## config.mk

```make
export PLATFORM = sky130hd
export DESIGN_NAME = vlen_setup_unit
export DESIGN_NICKNAME = d
export VERILOG_FILES = /design/src/rtl/vls_pkg.sv /design/src/rtl/vls_hdr_decode.sv /design/src/rtl/vls_clamp.sv /design/src/rtl/vlen_setup_unit.sv
export SDC_FILE = /design/constraint.sdc
export NUM_CORES = 1
export LEC_CHECK = 0
export ABC_AREA = 1
export BUFFER_PORTS_ARGS = -buffer_cell sky130_fd_sc_hd__buf_4
export CAP_MARGIN = 20
export CORE_MARGIN = 1
export CORE_UTILIZATION = 52
export DETAILED_ROUTE_END_ITERATION = 7
export PLACE_DENSITY = 0.86
export SYNTH_ARGS = -nofsm -noshare
export SYNTH_HDL_FRONTEND = slang
export SYNTH_SLANG_ARGS = --single-unit
export TNS_END_PERCENT = 5
```

## constraint.sdc

```tcl
create_clock -name clk -period 4.5 [get_ports clk]
set_clock_uncertainty 0.05 [all_clocks]
set_input_delay 1.35 -clock clk [delete_from_list [all_inputs] [get_ports clk]]
set_output_delay 1.35 -clock clk [all_outputs]
set_load 0.02 [all_outputs]
```

## src/rtl/vls_pkg.sv

```systemverilog
package vls_pkg;

    localparam int HDR_W = 16;
    localparam int RAW   = 5;

    typedef enum logic [1:0] {
        SEL_VL    = 2'd0,
        SEL_MAXVL = 2'd1,
        SEL_SUBVL = 2'd2
    } csr_sel_e;

    typedef struct packed {
        logic           fixed_mode;
        logic [1:0]     sub_code;
        logic [RAW-1:0] dest;
        logic [4:0]     len5;
        logic [5:0]     len6;
        logic           from_reg;
    } hdr_fields_t;

endpackage

```

## src/rtl/vls_hdr_decode.sv

```systemverilog
module vls_hdr_decode
    import vls_pkg::*;
(
    input  logic [HDR_W-1:0] hdr,
    output hdr_fields_t      fields
);
    always_comb begin
        fields.fixed_mode = hdr[15];
        fields.sub_code   = hdr[14:13];
        fields.dest       = hdr[12:8];
        fields.len5       = hdr[5:1];
        fields.len6       = hdr[5:0];
        fields.from_reg   = hdr[0];
    end
endmodule

```

## src/rtl/vls_clamp.sv

```systemverilog
module vls_clamp #(
    parameter int XLEN  = 32,
    parameter int LEN_W = 7
) (
    input  logic [XLEN-1:0]  req,
    input  logic [LEN_W-1:0] limit,
    output logic [LEN_W-1:0] result
);
    logic [XLEN-1:0] limit_ext;

    always_comb begin
        limit_ext = XLEN'(limit);
        if (req > limit_ext) begin
            result = limit;
        end else begin
            result = req[LEN_W-1:0];
        end
    end
endmodule

```

## src/rtl/vlen_setup_unit.sv

```systemverilog
module vlen_setup_unit
    import vls_pkg::*;
#(
    parameter int XLEN      = 32,
    parameter int LEN_W     = 7,
    parameter int MAXVL_RST = 64
) (
    input  logic                 clk,
    input  logic                 rst_n,
    input  logic                 hdr_valid,
    input  logic [15:0]          hdr,
    output logic                 rf_re,
    output logic [4:0]           rf_raddr,
    input  logic                 rf_rvalid,
    input  logic [XLEN-1:0]      rf_rdata,
    output logic                 rf_we,
    output logic [4:0]           rf_waddr,
    output logic [XLEN-1:0]      rf_wdata,
    input  logic                 csr_we,
    input  logic [1:0]           csr_sel,
    input  logic [LEN_W-1:0]     csr_wdata,
    input  logic                 grp_start,
    input  logic                 grp_end,
    output logic                 in_group,
    output logic                 busy,
    output logic [LEN_W-1:0]     vl,
    output logic [LEN_W-1:0]     maxvl,
    output logic [1:0]           subvl
);
    localparam int ZPAD = XLEN - LEN_W;

    typedef struct packed {
        logic [LEN_W-1:0] vl;
        logic [LEN_W-1:0] maxvl;
        logic [1:0]       subvl;
        logic             busy;
        logic [RAW-1:0]   raddr;
        logic [RAW-1:0]   pend_dest;
        logic [1:0]       pend_sub;
        logic             wr_en;
        logic [RAW-1:0]   wr_addr;
        logic [LEN_W-1:0] wr_val;
        logic             in_grp;
    } state_t;

    state_t      st_d, st_q;
    hdr_fields_t fld;
    logic [XLEN-1:0]  req_val;
    logic [LEN_W-1:0] clamped;
    logic             accept_hdr;
    logic             rd_done;
    logic             vl_commit;

    vls_hdr_decode u_dec (
        .hdr    (hdr),
        .fields (fld)
    );

    vls_clamp #(.XLEN(XLEN), .LEN_W(LEN_W)) u_clamp (
        .req    (req_val),
        .limit  (st_q.maxvl),
        .result (clamped)
    );

    always_comb begin
        accept_hdr = hdr_valid && !st_q.busy;
        rd_done    = st_q.busy && rf_rvalid;
        req_val    = st_q.busy ? rf_rdata : XLEN'(fld.len5);
        vl_commit  = 1'b0;

        st_d       = st_q;
        st_d.wr_en = 1'b0;

        if (accept_hdr) begin
            if (fld.fixed_mode) begin
                st_d.maxvl   = LEN_W'(fld.len6);
                st_d.vl      = LEN_W'(fld.len6);
                st_d.wr_en   = (fld.dest != '0);
                st_d.wr_addr = fld.dest;
                st_d.wr_val  = LEN_W'(fld.len6);
                vl_commit    = 1'b1;
            end else if (fld.from_reg) begin
                st_d.busy      = 1'b1;
                st_d.raddr     = fld.len5;
                st_d.pend_dest = fld.dest;
                st_d.pend_sub  = fld.sub_code;
            end else begin
                st_d.vl      = clamped;
                st_d.subvl   = fld.sub_code;
                st_d.wr_en   = (fld.dest != '0);
                st_d.wr_addr = fld.dest;
                st_d.wr_val  = clamped;
                vl_commit    = 1'b1;
            end
        end else if (rd_done) begin
            st_d.busy    = 1'b0;
            st_d.vl      = clamped;
            st_d.subvl   = st_q.pend_sub;
            st_d.wr_en   = (st_q.pend_dest != '0);
            st_d.wr_addr = st_q.pend_dest;
            st_d.wr_val  = clamped;
            vl_commit    = 1'b1;
        end else if (csr_we) begin
            case (csr_sel)
                SEL_VL:    st_d.vl    = csr_wdata;
                SEL_MAXVL: st_d.maxvl = csr_wdata;
                SEL_SUBVL: st_d.subvl = csr_wdata[1:0];
                default:   ;
            endcase
        end

        if (grp_start) begin
            st_d.in_grp = 1'b1;
        end else if (grp_end) begin
            st_d.in_grp = 1'b0;
        end
    end

    always_ff @(posedge clk) begin
        if (!rst_n) begin
            st_q.vl        <= '0;
            st_q.maxvl     <= LEN_W'(MAXVL_RST);
            st_q.subvl     <= '0;
            st_q.busy      <= 1'b0;
            st_q.raddr     <= '0;
            st_q.pend_dest <= '0;
            st_q.pend_sub  <= '0;
            st_q.wr_en     <= 1'b0;
            st_q.wr_addr   <= '0;
            st_q.wr_val    <= '0;
            st_q.in_grp    <= 1'b0;
        end else begin
            st_q <= st_d;
        end
    end

    assign vl       = st_q.vl;
    assign maxvl    = st_q.maxvl;
    assign subvl    = st_q.subvl;
    assign busy     = st_q.busy;
    assign rf_re    = st_q.busy;
    assign rf_raddr = st_q.raddr;
    assign rf_we    = st_q.wr_en;
    assign rf_waddr = st_q.wr_addr;
    assign rf_wdata = {{ZPAD{1'b0}}, st_q.wr_val};
    assign in_group = st_q.in_grp;


    wb_data_chk: assert property (@(posedge clk) disable iff (!rst_n)
        rf_we |-> (rf_wdata == XLEN'(vl)));


    clamp_bound_chk: assert property (@(posedge clk) disable iff (!rst_n)
        vl_commit |=> (vl <= maxvl));


    fixed_pair_chk: assert property (@(posedge clk) disable iff (!rst_n)
        (accept_hdr && fld.fixed_mode) |=> (vl == maxvl));


    busy_origin_chk: assert property (@(posedge clk) disable iff (!rst_n)
        $rose(busy) |-> $past(hdr_valid));


    raddr_hold_chk: assert property (@(posedge clk) disable iff (!rst_n)
        (busy && !rf_rvalid) |=> (busy && $stable(rf_raddr)));


    wb_zero_chk: assert property (@(posedge clk) disable iff (!rst_n)
        rf_we |-> (rf_waddr != 5'd0));


    grp_close_chk: assert property (@(posedge clk) disable iff (!rst_n)
        (grp_end && !grp_start && !hdr_valid && !csr_we && !busy) |=>
            ($stable(vl) && $stable(maxvl) && $stable(subvl)));
endmodule

```

==> results by stage <==
Place:
- The port buffer count is 98.
- The congestion estimate from routability-driven global placement came to 0.9164.
- Before CTS, the worst setup slack after placement is 1270 ps.
- The post-detailed-placement half-perimeter wirelength is 5604 um.

Synth:
- The number of distinct library cells after synthesis is 32.
- The synthesized design devotes to its leading area cell type 29.02% of total area.
- Sequential elements use 29.02% of the synthesized area.
- Yosys attributes the largest share of cell area to dfxtp_1, buf_4, nand2_1, nor2_1, a21oi_1.
- Yosys printed 0 warnings.
- The number of storage elements in the synthesis netlist is 43.
- The mapped netlist covers 0.002967 sq mm.
- A synthesized cell averages 6.712 sq um.
- The count of mapped cells out of synthesis is 442.
- The cell taking the most area after synthesis is dfxtp_1.

CTS:
- Buffers added to address setup during post-CTS repair amount to 0.
- After clock tree synthesis, the clock-pin slew on the worst setup and hold paths is 80 ps.
- In this run, post-CTS repair resized a total of 0 instances.
- The latest clock arrival within the worst-skew pair is 290 ps.
- In this run the clock root is driven by a clkbuf_8.
- For this design, the sink count on the clock tree is 43.
- Counting the buffers created by CTS gives 5.
- The CTS H-tree depth is 2.
- The TritonCTS clock tree is built.
- The clock passes through at most 2 buffers.
- For this design, the CTS-stage hold fixing added 0 buffers.

Global routing:
- The initial antenna violation count is 0.
- The first global-routing pass estimated 11850 um of wire.
- Global routing used 24.84% of the available tracks.
- The pin count of the biggest net entering global routing is 25.
- The overflow left after global routing is 0.
- The via count of the first global-routing pass is 2735.

Die:
- Pin placement for this block handled 126 I/O pins.
- The overall die area is 0.006011 sq mm.
- The floorplan step set the die width to 77.53 um.
- The placement row count is 27.
- The initial utilization of the core area, before any placement, comes to 53.87%.
- The die height is 77.53 um.
- The core region is 0.005507 sq mm.

Timing:
- For the pin with the worst max-slew slack, the measured transition is 689.9 ps.
- The setup-violating endpoint count in the final report is 0.
- On the final layout, the worst hold slack is 422.0 ps.
- Summed over all failing endpoints, the final setup total negative slack is 0 ps.
- Setup slack closes at 1572 ps.
- The clock period minus worst slack is 2928 ps.
- The final critical-path share of the clock period is 65.07%.
- Setup repair after global routing left no endpoint under its margin.
- The final-report max-slew violation count was 0.
- The highest achievable clock rate is 0.3415 GHz.
- In this run the tightest slew margin relative to its limit is 53.95%.
- The hold violation count in the final report was 0.

Setup path:
- On the critical path, the stage with the largest delay is an instance of ha_1.
- The endpoint type of the worst setup path is a flop.
- The launch instance of the worst register-to-register path is busy$_SDFFE_PN0P_.
- The endpoint of the lowest-slack register-to-register path is vl[0]$_SDFFE_PN0P_.
- Of all nets on the critical path, the largest fanout is 8.
- The family with the most delay on the worst path is simple AND/OR/NAND/NOR gates.
- The number of buffer and inverter stages on the critical path is 3.
- By startpoint and endpoint, the worst setup path is classified as input pin to flop.
- The number of cells on the worst reg-to-reg path is 16.
- Across all register-to-register paths, the minimum setup slack is 1970 ps.
- The critical path launch point type is an input pin.
- For this run, the slowest stage of the critical path takes 270 ps.
- Traced cell by cell, the critical path runs through buf_4, inv_1, o21a_1, inv_1, ha_1, nand3_1, a21oi_2, nand2_1, nand2_1, nand2_4, nand2_4, nand2_1, nand3_1, nand3_1, nor2_1, nor2_1.
- The critical path required time is 4640 ps.
- STA puts the critical path data arrival time at 3070 ps.

Final layout:
- The layout filler cell count is 523.
- Relative to the synthesized area, the layout overhead comes to 17.04%.
- The number of antenna diodes in the final layout is 0.
- The share of post-route cells with drive strength above 1 is 25.20%.
- The most common cell after layout, fill and taps aside is nand2_1.
- In the layout the commonest cells are nand2_1, buf_4, nor2_1.
- At the end of the flow, the number of nets in the layout was 571.

Drt:
- The detailed-route wire length per cell is 12.53 um.
- In the routed design, unresolved DRC markers number 0.
- The number of vias in the routed layout is 2930.
- Before antenna repair, the detailed router went through 7 iterations.
- After detailed routing, the total wire length is 7169 um.
- The count of nets left with antenna violations once routing finished came out at 0.
- For this block, the initial DRC count from the detailed router was 156.
- In the routed layout, each cell is associated on average with a via count of 5.122.

Job:
- The tool flagged a number of max-cap violations equal to 0.

Run status:
- The flow ran to the end, and the final reports show no timing, DRC or antenna violations.

Pwr:
- Across the VDD grid, the largest voltage drop is 0.1830 mV.
- The overall power of the completed layout is 1.021 mW.
- The net switching power is 331.5 uW.
- The power share of the clock group is 28.6%.
- In this run switching power makes up 32.46% of total power.
- The part of the power in combinational logic is 29.7%.
- The share of power burned in registers is 41.6%.
- The cell-internal power is 689.6 uW.
- In this run the power density over the cells is 294.1 mW/mm^2.
- The cell leakage power is 1.797 nW.

Hold path:
- The worst min-delay path class is flop to flop.
- The launch point of the worst hold path is rf_raddr[1]$_SDFFE_PN0P_.
- Along the worst hold path, the cell count comes to 2.
- The sink of the worst hold path is rf_raddr[1]$_SDFFE_PN0P_.
-- flip-flops by register name (all words and copies together) (netlist names) --
signal,cells
busy,1
rf_wdata,7
rf_waddr,5
vl,7
st_q,7
in_group,1
rf_raddr,5
maxvl,7
rf_we,1
subvl,2
-- worst register-to-register path: stages (launching register included) --
cell and delay [ps]:
dfxtp_1 680, inv_2 180, o21ai_0 300, ha_1 210, inv_1 40, nand2_1 50, nand2_1 50, nand2_1 50
nand2_1 40, nand2_1 50, nand2_1 80, nand2_4 120, nand3_1 130, nand3_1 140, nand3_1 70, nor2_1 140
nor2_1 50
-- final cells by class --
type / count / area (sq um) / area share [%]
Multi-Input combinational cell: 306 / 1494 / 43.03
Clock inverter: 1 / 30.03 / 0.8649
Inverter: 45 / 181.4 / 5.225
Clock buffer: 6 / 72.57 / 2.090
Tap cell: 72 / 90.09 / 2.595
Timing Repair Buffer: 99 / 743.2 / 21.41
Sequential cell: 43 / 860.8 / 24.79
-- synthesized netlist by cell type, drive strengths merged --
cell type	count
inv	45
a22oi	2
o21ai	29
buf	67
clkbuf	5
ha	7
a221oi	3
o21a	1
dfxtp	43
a31oi	7
o22ai	2
a21oi	34
conb	1
o41ai	1
nand4	2
a21o	1
nor2	54
nand3	28
nand2	110
-- per-layer routing --
metal | track usage [%] | share of wire, %
met1 | 29.72 | 41
met2 | 43.36 | 50
met3 | 5.176 | 7.7
met4 | 9.434 | 1.5
met5 | 0 | 0
-- power groups by stage --
stage / clock (mW) / sequential (mW) / combinational (mW)
2_1_floorplan: 0 / 0.429 / 0.239
3_3_place_gp: 0 / 0.433 / 0.294
3_5_place_dp: 0 / 0.434 / 0.301
4_1_cts: 0.299 / 0.425 / 0.302
5_1_grt: 0.316 / 0.429 / 0.333
6_report: 0.292 / 0.425 / 0.304
-- logic make-up after synthesis --
kind of cell,Yosys count,share of synthesized area (%)
AO/OA/AOI/OAI,80,14.97
AND/OR/NAND/NOR,194,29.27
flip-flops,43,29.02
other,1,0.1264
adder cells (fa/ha/maj),7,2.952
buffers and inverters,117,23.66
-- worst max path at each step --
stage               slack (ps)  depth (start not counted)   startpoint                  to
detailed placement        1270                         16       hdr[5]  vl[0]$_SDFFE_PN0P_
global placement          1350                         16       hdr[5]  vl[1]$_SDFFE_PN0P_
floorplan                 1720                         15  rf_rdata[4]  vl[0]$_SDFFE_PN0P_
global route              1390                         16       hdr[5]  vl[0]$_SDFFE_PN0P_
finish                    1570                         16       hdr[5]  vl[0]$_SDFFE_PN0P_
CTS                       1580                         16       hdr[5]  vl[0]$_SDFFE_PN0P_
-- through the flow --
step | area [sq um] | instances | utilization, %
detailed placement | 3369 | 565 | 61.19
finish | 3472 | 572 | 63.05
global route | 3472 | 572 | 63.05
CTS | 3472 | 572 | 63.05
global placement | 3369 | 565 | 61.19
floorplan | 3057 | 466 | -
Power figures use the tool's default switching activity.
